File: config.mk
export PLATFORM = sky130hd
export DESIGN_NAME = cache_en_unit
export DESIGN_NICKNAME = d
export VERILOG_FILES = /design/src/rtl/cen_pkg.sv /design/src/rtl/cen_attr_latch.sv /design/src/rtl/cen_mem_window.sv /design/src/rtl/cen_phase_fsm.sv /design/src/rtl/cache_en_unit.sv
export SDC_FILE = /design/constraint.sdc
export NUM_CORES = 1
export LEC_CHECK = 0
export ABC_AREA = 1
export ABC_CLOCK_PERIOD_IN_PS = 2130
export BUFFER_PORTS_ARGS = -buffer_cell sky130_fd_sc_hd__buf_2
export CAP_MARGIN = 20
export CORE_MARGIN = 2
export CORE_UTILIZATION = 40
export CTS_BUF_LIST = sky130_fd_sc_hd__clkbuf_2 sky130_fd_sc_hd__clkbuf_4 sky130_fd_sc_hd__clkbuf_8
export CTS_CLUSTER_SIZE = 16
export DETAILED_ROUTE_END_ITERATION = 7
export PLACE_DENSITY = 0.69
export SYNTH_ARGS = -nofsm -noshare
export SYNTH_HDL_FRONTEND = slang
export SYNTH_HIERARCHICAL = 1
export SYNTH_SLANG_ARGS = --single-unit
File: constraint.sdc
create_clock -name clk -period 2.13 [get_ports clk]
set_clock_uncertainty 0.15 [all_clocks]
set_input_delay 0.3195 -clock clk [delete_from_list [all_inputs] [get_ports clk]]
set_output_delay 0.3195 -clock clk [all_outputs]
set_load 0.01 [all_outputs]
File: src/rtl/cen_pkg.sv
`timescale 1ns/1ps
package cen_pkg;

  typedef struct packed {
    logic locked;
    logic proc_req;
    logic is_data;
    logic is_write;
    logic hit;
    logic tag_ro;
  } cyc_attr_t;

  typedef struct packed {
    logic cacheable;
    logic read_only;
  } mem_view_t;

  typedef enum logic [1:0] {
    PH_IDLE  = 2'd0,
    PH_WAIT  = 2'd1,
    PH_HOLD  = 2'd2,
    PH_DRAIN = 2'd3
  } phase_t;

  // Active-high grant; the top inverts it onto the active-low pin.
  function automatic logic grant_enable(cyc_attr_t a, mem_view_t m);
    logic g;
    if (a.is_write || a.locked || !a.proc_req || !m.cacheable)
      g = 1'b0;
    else if (!a.is_data)
      g = 1'b1;
    else if (a.hit)
      g = !a.tag_ro;
    else
      g = !m.read_only;
    return g;
  endfunction

endpackage

File: src/rtl/cen_attr_latch.sv
`timescale 1ns/1ps
module cen_attr_latch
  import cen_pkg::*;
(
  input  logic      clk,
  input  logic      rst_n,
  input  logic      capture,
  input  cyc_attr_t attr_in,
  output cyc_attr_t attr_out
);

  cyc_attr_t attr_q;

  always_ff @(posedge clk or negedge rst_n) begin
    if (!rst_n)
      attr_q <= '0;
    else if (capture)
      attr_q <= attr_in;
  end

  assign attr_out = attr_q;

endmodule

File: src/rtl/cen_mem_window.sv
`timescale 1ns/1ps
module cen_mem_window
  import cen_pkg::*;
#(
  parameter int STAGES = 2
) (
  input  logic      clk,
  input  logic      rst_n,
  input  mem_view_t din,
  output mem_view_t dout
);

  localparam int DEPTH = (STAGES < 1) ? 1 : STAGES;

  mem_view_t [DEPTH-1:0] stage_q;

  generate
    if (DEPTH == 1) begin : g_single
      always_ff @(posedge clk or negedge rst_n) begin
        if (!rst_n) stage_q <= '0;
        else        stage_q <= din;
      end
    end else begin : g_chain
      always_ff @(posedge clk or negedge rst_n) begin
        if (!rst_n) stage_q <= '0;
        else        stage_q <= {stage_q[DEPTH-2:0], din};
      end
    end
  endgenerate

  assign dout = stage_q[DEPTH-1];

endmodule

File: src/rtl/cen_phase_fsm.sv
`timescale 1ns/1ps
module cen_phase_fsm
  import cen_pkg::*;
(
  input  logic   clk,
  input  logic   rst_n,
  input  logic   cyc_start,
  input  logic   next_addr,
  input  logic   burst_rdy,
  input  logic   burst_last,
  output phase_t phase,
  output logic   accept,
  output logic   valid_evt,
  output logic   end_evt
);

  phase_t phase_q, phase_d;
  logic   last_rdy;

  assign last_rdy  = burst_rdy && burst_last;
  assign accept    = (phase_q == PH_IDLE) && cyc_start;
  assign valid_evt = (phase_q == PH_WAIT) && (next_addr || burst_rdy);
  assign end_evt   = (phase_q == PH_HOLD) && last_rdy;

  always_comb begin
    phase_d = phase_q;
    unique case (phase_q)
      PH_IDLE:  if (cyc_start) phase_d = PH_WAIT;
      PH_WAIT:  if (next_addr || burst_rdy)
                  phase_d = last_rdy ? PH_DRAIN : PH_HOLD;
      PH_HOLD:  if (last_rdy) phase_d = PH_IDLE;
      PH_DRAIN: phase_d = PH_IDLE;
      default:  phase_d = PH_IDLE;
    endcase
  end

  always_ff @(posedge clk or negedge rst_n) begin
    if (!rst_n) phase_q <= PH_IDLE;
    else        phase_q <= phase_d;
  end

  assign phase = phase_q;

endmodule

File: src/rtl/cache_en_unit.sv
`timescale 1ns/1ps
module cache_en_unit
  import cen_pkg::*;
#(
  parameter int SAMPLE_STAGES = 2
) (
  input  logic clk,
  input  logic rst_n,
  input  logic cyc_start,
  input  logic cyc_lock,
  input  logic cyc_cache_req,
  input  logic cyc_data,
  input  logic cyc_write,
  input  logic lkp_hit,
  input  logic lkp_tag_ro,
  input  logic mem_cacheable,
  input  logic mem_readonly,
  input  logic next_addr,
  input  logic burst_rdy,
  input  logic burst_last,
  output logic cache_en_n
);

  cyc_attr_t attr_in, attr_cur;
  mem_view_t mem_in, mem_win;
  phase_t    phase;
  logic      accept, valid_evt, end_evt;

  // Named events for the checker
  logic in_idle, in_wait, in_hold, in_drain;
  logic attr_write, attr_locked, attr_preq, attr_data;
  logic win_cacheable, dec_enable;

  assign attr_in = '{locked:   cyc_lock,
                     proc_req: cyc_cache_req,
                     is_data:  cyc_data,
                     is_write: cyc_write,
                     hit:      lkp_hit,
                     tag_ro:   lkp_tag_ro};
  assign mem_in  = '{cacheable: mem_cacheable, read_only: mem_readonly};

  cen_phase_fsm u_fsm (
    .clk        (clk),
    .rst_n      (rst_n),
    .cyc_start  (cyc_start),
    .next_addr  (next_addr),
    .burst_rdy  (burst_rdy),
    .burst_last (burst_last),
    .phase      (phase),
    .accept     (accept),
    .valid_evt  (valid_evt),
    .end_evt    (end_evt)
  );

  cen_attr_latch u_attr (
    .clk      (clk),
    .rst_n    (rst_n),
    .capture  (accept),
    .attr_in  (attr_in),
    .attr_out (attr_cur)
  );

  cen_mem_window #(.STAGES(SAMPLE_STAGES)) u_win (
    .clk   (clk),
    .rst_n (rst_n),
    .din   (mem_in),
    .dout  (mem_win)
  );

  assign in_idle       = (phase == PH_IDLE);
  assign in_wait       = (phase == PH_WAIT);
  assign in_hold       = (phase == PH_HOLD);
  assign in_drain      = (phase == PH_DRAIN);
  assign attr_write    = attr_cur.is_write;
  assign attr_locked   = attr_cur.locked;
  assign attr_preq     = attr_cur.proc_req;
  assign attr_data     = attr_cur.is_data;
  assign win_cacheable = mem_win.cacheable;
  assign dec_enable    = grant_enable(attr_cur, mem_win);

  logic en_n_q;

  always_ff @(posedge clk or negedge rst_n) begin
    if (!rst_n)
      en_n_q <= 1'b1;
    else if (valid_evt)
      en_n_q <= !dec_enable;
    else if (end_evt || in_drain)
      en_n_q <= 1'b1;
  end

  assign cache_en_n = en_n_q;

endmodule

==> load_flow_metrics.sql <==
INSERT INTO impl_metrics (metric_group, metric, value, unit) VALUES
('timing', 'setup_viol', '0', ''),
('final_layout', 'utilization', '52.9', '%'),
('timing', 'timing.final.crit_share', '65.0', '%'),
('timing', 'achievable-frequency', '723', 'MHz'),
('floorplan', 'die_w', '40.9', 'µm'),
('place', 'gp_congestion', '0.754', ''),
('synthesis', 'synth_area_leaders', 'sky130_fd_sc_hd__dfrtp_1 55%, sky130_fd_sc_hd__nand2_1 19%, sky130_fd_sc_hd__inv_1 5.5%', ''),
('synthesis', 'synth_seq_cells', '13', ''),
('global_route', 'met2_use_gr', '27.3', '%'),
('routing', 'detailedRoute.firstPassIterationCount', '4', ''),
('worst_setup_path', 'worst_path_largest_cell_delay', '0.53', 'ns'),
('cts', 'tritoncts.num_buffers', '3', ''),
('global_route', 'grt_use_met1', '18.4', '%'),
('synthesis', 'post_synthesis_async_set_or_reset_flop_share', '100', '%'),
('final_layout', 'drive_gt1_share', '25.9', '%'),
('worst_setup_path', 'timing.critical_path.max_delay_family', 'flip-flops', ''),
('worst_setup_path', 'regToRegStartpoint', 'u_fsm/phase[1]', ''),
('synthesis', 'synth_cell_types', '12', ''),
('synthesis', 'syn_nets', '80', ''),
('final_layout', 'number_of_standard_cells_in_the_final_layout_excluding_fillers', '100', ''),
('routing', 'antenna_left', '0', ''),
('worst_setup_path', 'worst-setup-path-type', 'flip-flop to output pin', ''),
('hold_path', 'worstHoldPathType', 'primary input to flip-flop', ''),
('timing', 'tns', '0', 'ns'),
('synthesis', 'muxShareOfSynthArea', '0', '%'),
('global_route', 'grt_antenna_before_repair', '0', ''),
('cts', 'ctsResizeCount', '0', ''),
('worst_setup_path', 'critical_path_endpoint_category', 'output pin', ''),
('hold_path', 'whs_path_depth', '3', ''),
('synthesis', 'yosysWarnings', '6', ''),
('worst_setup_path', 'worst-path-buf-inv', '1', ''),
('worst_setup_path', 'cp_data_arrival_time', '0.91', 'ns'),
('global_route', 'grt.met3_usage', '1.63', '%'),
('floorplan', 'core_area', '1280', 'µm²'),
('synthesis', 'mappedNetlistArea', '546', 'µm²'),
('synthesis', 'netlist_instances', '66', ''),
('worst_setup_path', 'timing.reg2reg.worst_path_depth', '6', ''),
('final_layout', 'design.final.nets', '100', ''),
('worst_setup_path', 'crit_required', '1.66', 'ns'),
('cts', 'clk_pin_slew_worst_paths', '0.08', 'ns'),
('synthesis', 'synthXorXnorAreaFrac', '0', '%'),
('routing', 'wirelength', '1010', 'µm'),
('timing', 'final-max-slew-violation-count', '0', ''),
('synthesis', 'edff_count_synth', '0', ''),
('global_route', 'track_usage', '16.5', '%'),
('synthesis', 'post-synth-top-area-fraction', '55.0', '%'),
('timing', 'finalHoldViolations', '0', ''),
('global_route', 'number_of_global_route_vias_before_repair', '421', ''),
('power', 'finalPower', '0.769', 'mW'),
('synthesis', 'postSynthAreaPerCell', '8.27', 'µm²'),
('cts', 'insertion_delay', '0.27', 'ns'),
('cts', 'cts_tree', 'built', ''),
('place', 'numPlacedInstances', '93', ''),
('synthesis', 'seq_area_frac_synth', '59.9', '%'),
('cts', 'htree_levels', '1', ''),
('timing', 'timing.final.crit_period', '1.38', 'ns'),
('final_layout', 'area_overhead_of_the_layout_relative_to_synthesis', '24.5', '%'),
('routing', 'vias', '446', ''),
('status', 'outcome', 'finished, final reports clean', ''),
('global_route', 'grt_start_max_net_pins', '14', ''),
('routing', 'drt_iter0_drc', '7', ''),
('floorplan', 'fp.dieArea', '1680', 'µm²'),
('power', 'leakagePower', '0.378', 'nW'),
('routing', 'vias_per_cell', '4.46', ''),
('place', 'dp_hpwl', '741', 'µm'),
('hold_path', 'worstHoldEndpoint', 'u_attr/attr_out[0]', ''),
('hold_path', 'hold_path_startpoint', 'lkp_tag_ro', ''),
('worst_setup_path', 'crit_chain', 'buf_2', ''),
('synthesis', 'synth_top_flop_cell', 'sky130_fd_sc_hd__dfrtp_1', ''),
('global_route', 'global_route_wire_length_before_repair', '1680', 'µm'),
('global_route', 'grt_busiest_layer', 'met2', '');
==> metrics by stage <==
step	instance area (µm²)	hold WS [ns]
after CTS	679	0.0855
after floorplan	546	-0.126
after global placement	619	0.0653
after global routing	679	0.0948
final	679	0.0934
after detailed placement	619	0.0623
==> layer usage <==
layer | share of wire (%) | vias up
met2 | 49 | 18
met3 | 6.8 | 2
li1 | - | 233
met1 | 43 | 193
met5 | 0 | -
met4 | 0.79 | 0
==> sequential cells by signal (all words and copies together), names as in the netlist <==
signal,count
cache_en_n,1
u_attr/attr_out,6
u_fsm/phase,2
u_win/dout,2
u_win/stage_q,2
==> kinds of logic after synthesis <==
logic type             after synthesis
AOI/OAI and AO/OA                    2
buffers and inverters               12
DFF                                 13
and+or+nand+nor                     39
==> worst max path at each step <==
| stage | startpoint | endpoint | slack [ns] | cells after the start |
|---|---|---|---|---|
| final | cache_en_n | cache_en_n | 0.75 | 1 |
| after global routing | cache_en_n | cache_en_n | 0.70 | 1 |
| after CTS | cache_en_n | cache_en_n | 0.73 | 1 |
| after detailed placement | u_fsm/phase[1] | u_attr/attr_out[0] | 0.86 | 6 |
| after global placement | u_fsm/phase[0] | u_attr/attr_out[0] | 0.91 | 6 |
| after floorplan | u_fsm/phase[1] | u_attr/attr_out[1] | 0.99 | 6 |
==> power by group <==
| part | internal, mW | total (mW) | switching, mW |
|---|---|---|---|
| sequential | 0.331 | 0.387 | 0.0559 |
| clock | 0.0853 | 0.164 | 0.0789 |
| combinational | 0.0839 | 0.218 | 0.135 |
==> what timing repair did <==
item                                   in CTS  in global routing
endpoints found under the hold margin      14                  0
setup buffers                               0                  0
hold buffers                                3                  0
==> final cells by class <==
cell class                      instances  area, µm²
Fill cell                             123        606
Inverter                               10       37.5
Clock buffer                            4       30.0
Multi-Input combinational cell         41        166
Timing Repair Buffer                   17        100
Sequential cell                        13        327
Tap cell                               15       18.8
==> cells in the final DEF (no fill, tap or decap) <==
| cell | count |
|---|---|
| sky130_fd_sc_hd__nand2_1 | 27 |
| sky130_fd_sc_hd__buf_2 | 14 |
| sky130_fd_sc_hd__o21ai_1 | 1 |
| sky130_fd_sc_hd__dfrtp_1 | 12 |
| sky130_fd_sc_hd__nand3_1 | 5 |
| sky130_fd_sc_hd__clkbuf_4 | 4 |
| sky130_fd_sc_hd__dfstp_2 | 1 |
| sky130_fd_sc_hd__a21oi_1 | 1 |
| sky130_fd_sc_hd__nor2_2 | 1 |
| sky130_fd_sc_hd__nor2_1 | 5 |
| sky130_fd_sc_hd__inv_2 | 2 |
| sky130_fd_sc_hd__dlygate4sd3_1 | 3 |
| sky130_fd_sc_hd__nor3_1 | 1 |
| sky130_fd_sc_hd__inv_1 | 8 |
(Power assumes the default switching activity.)
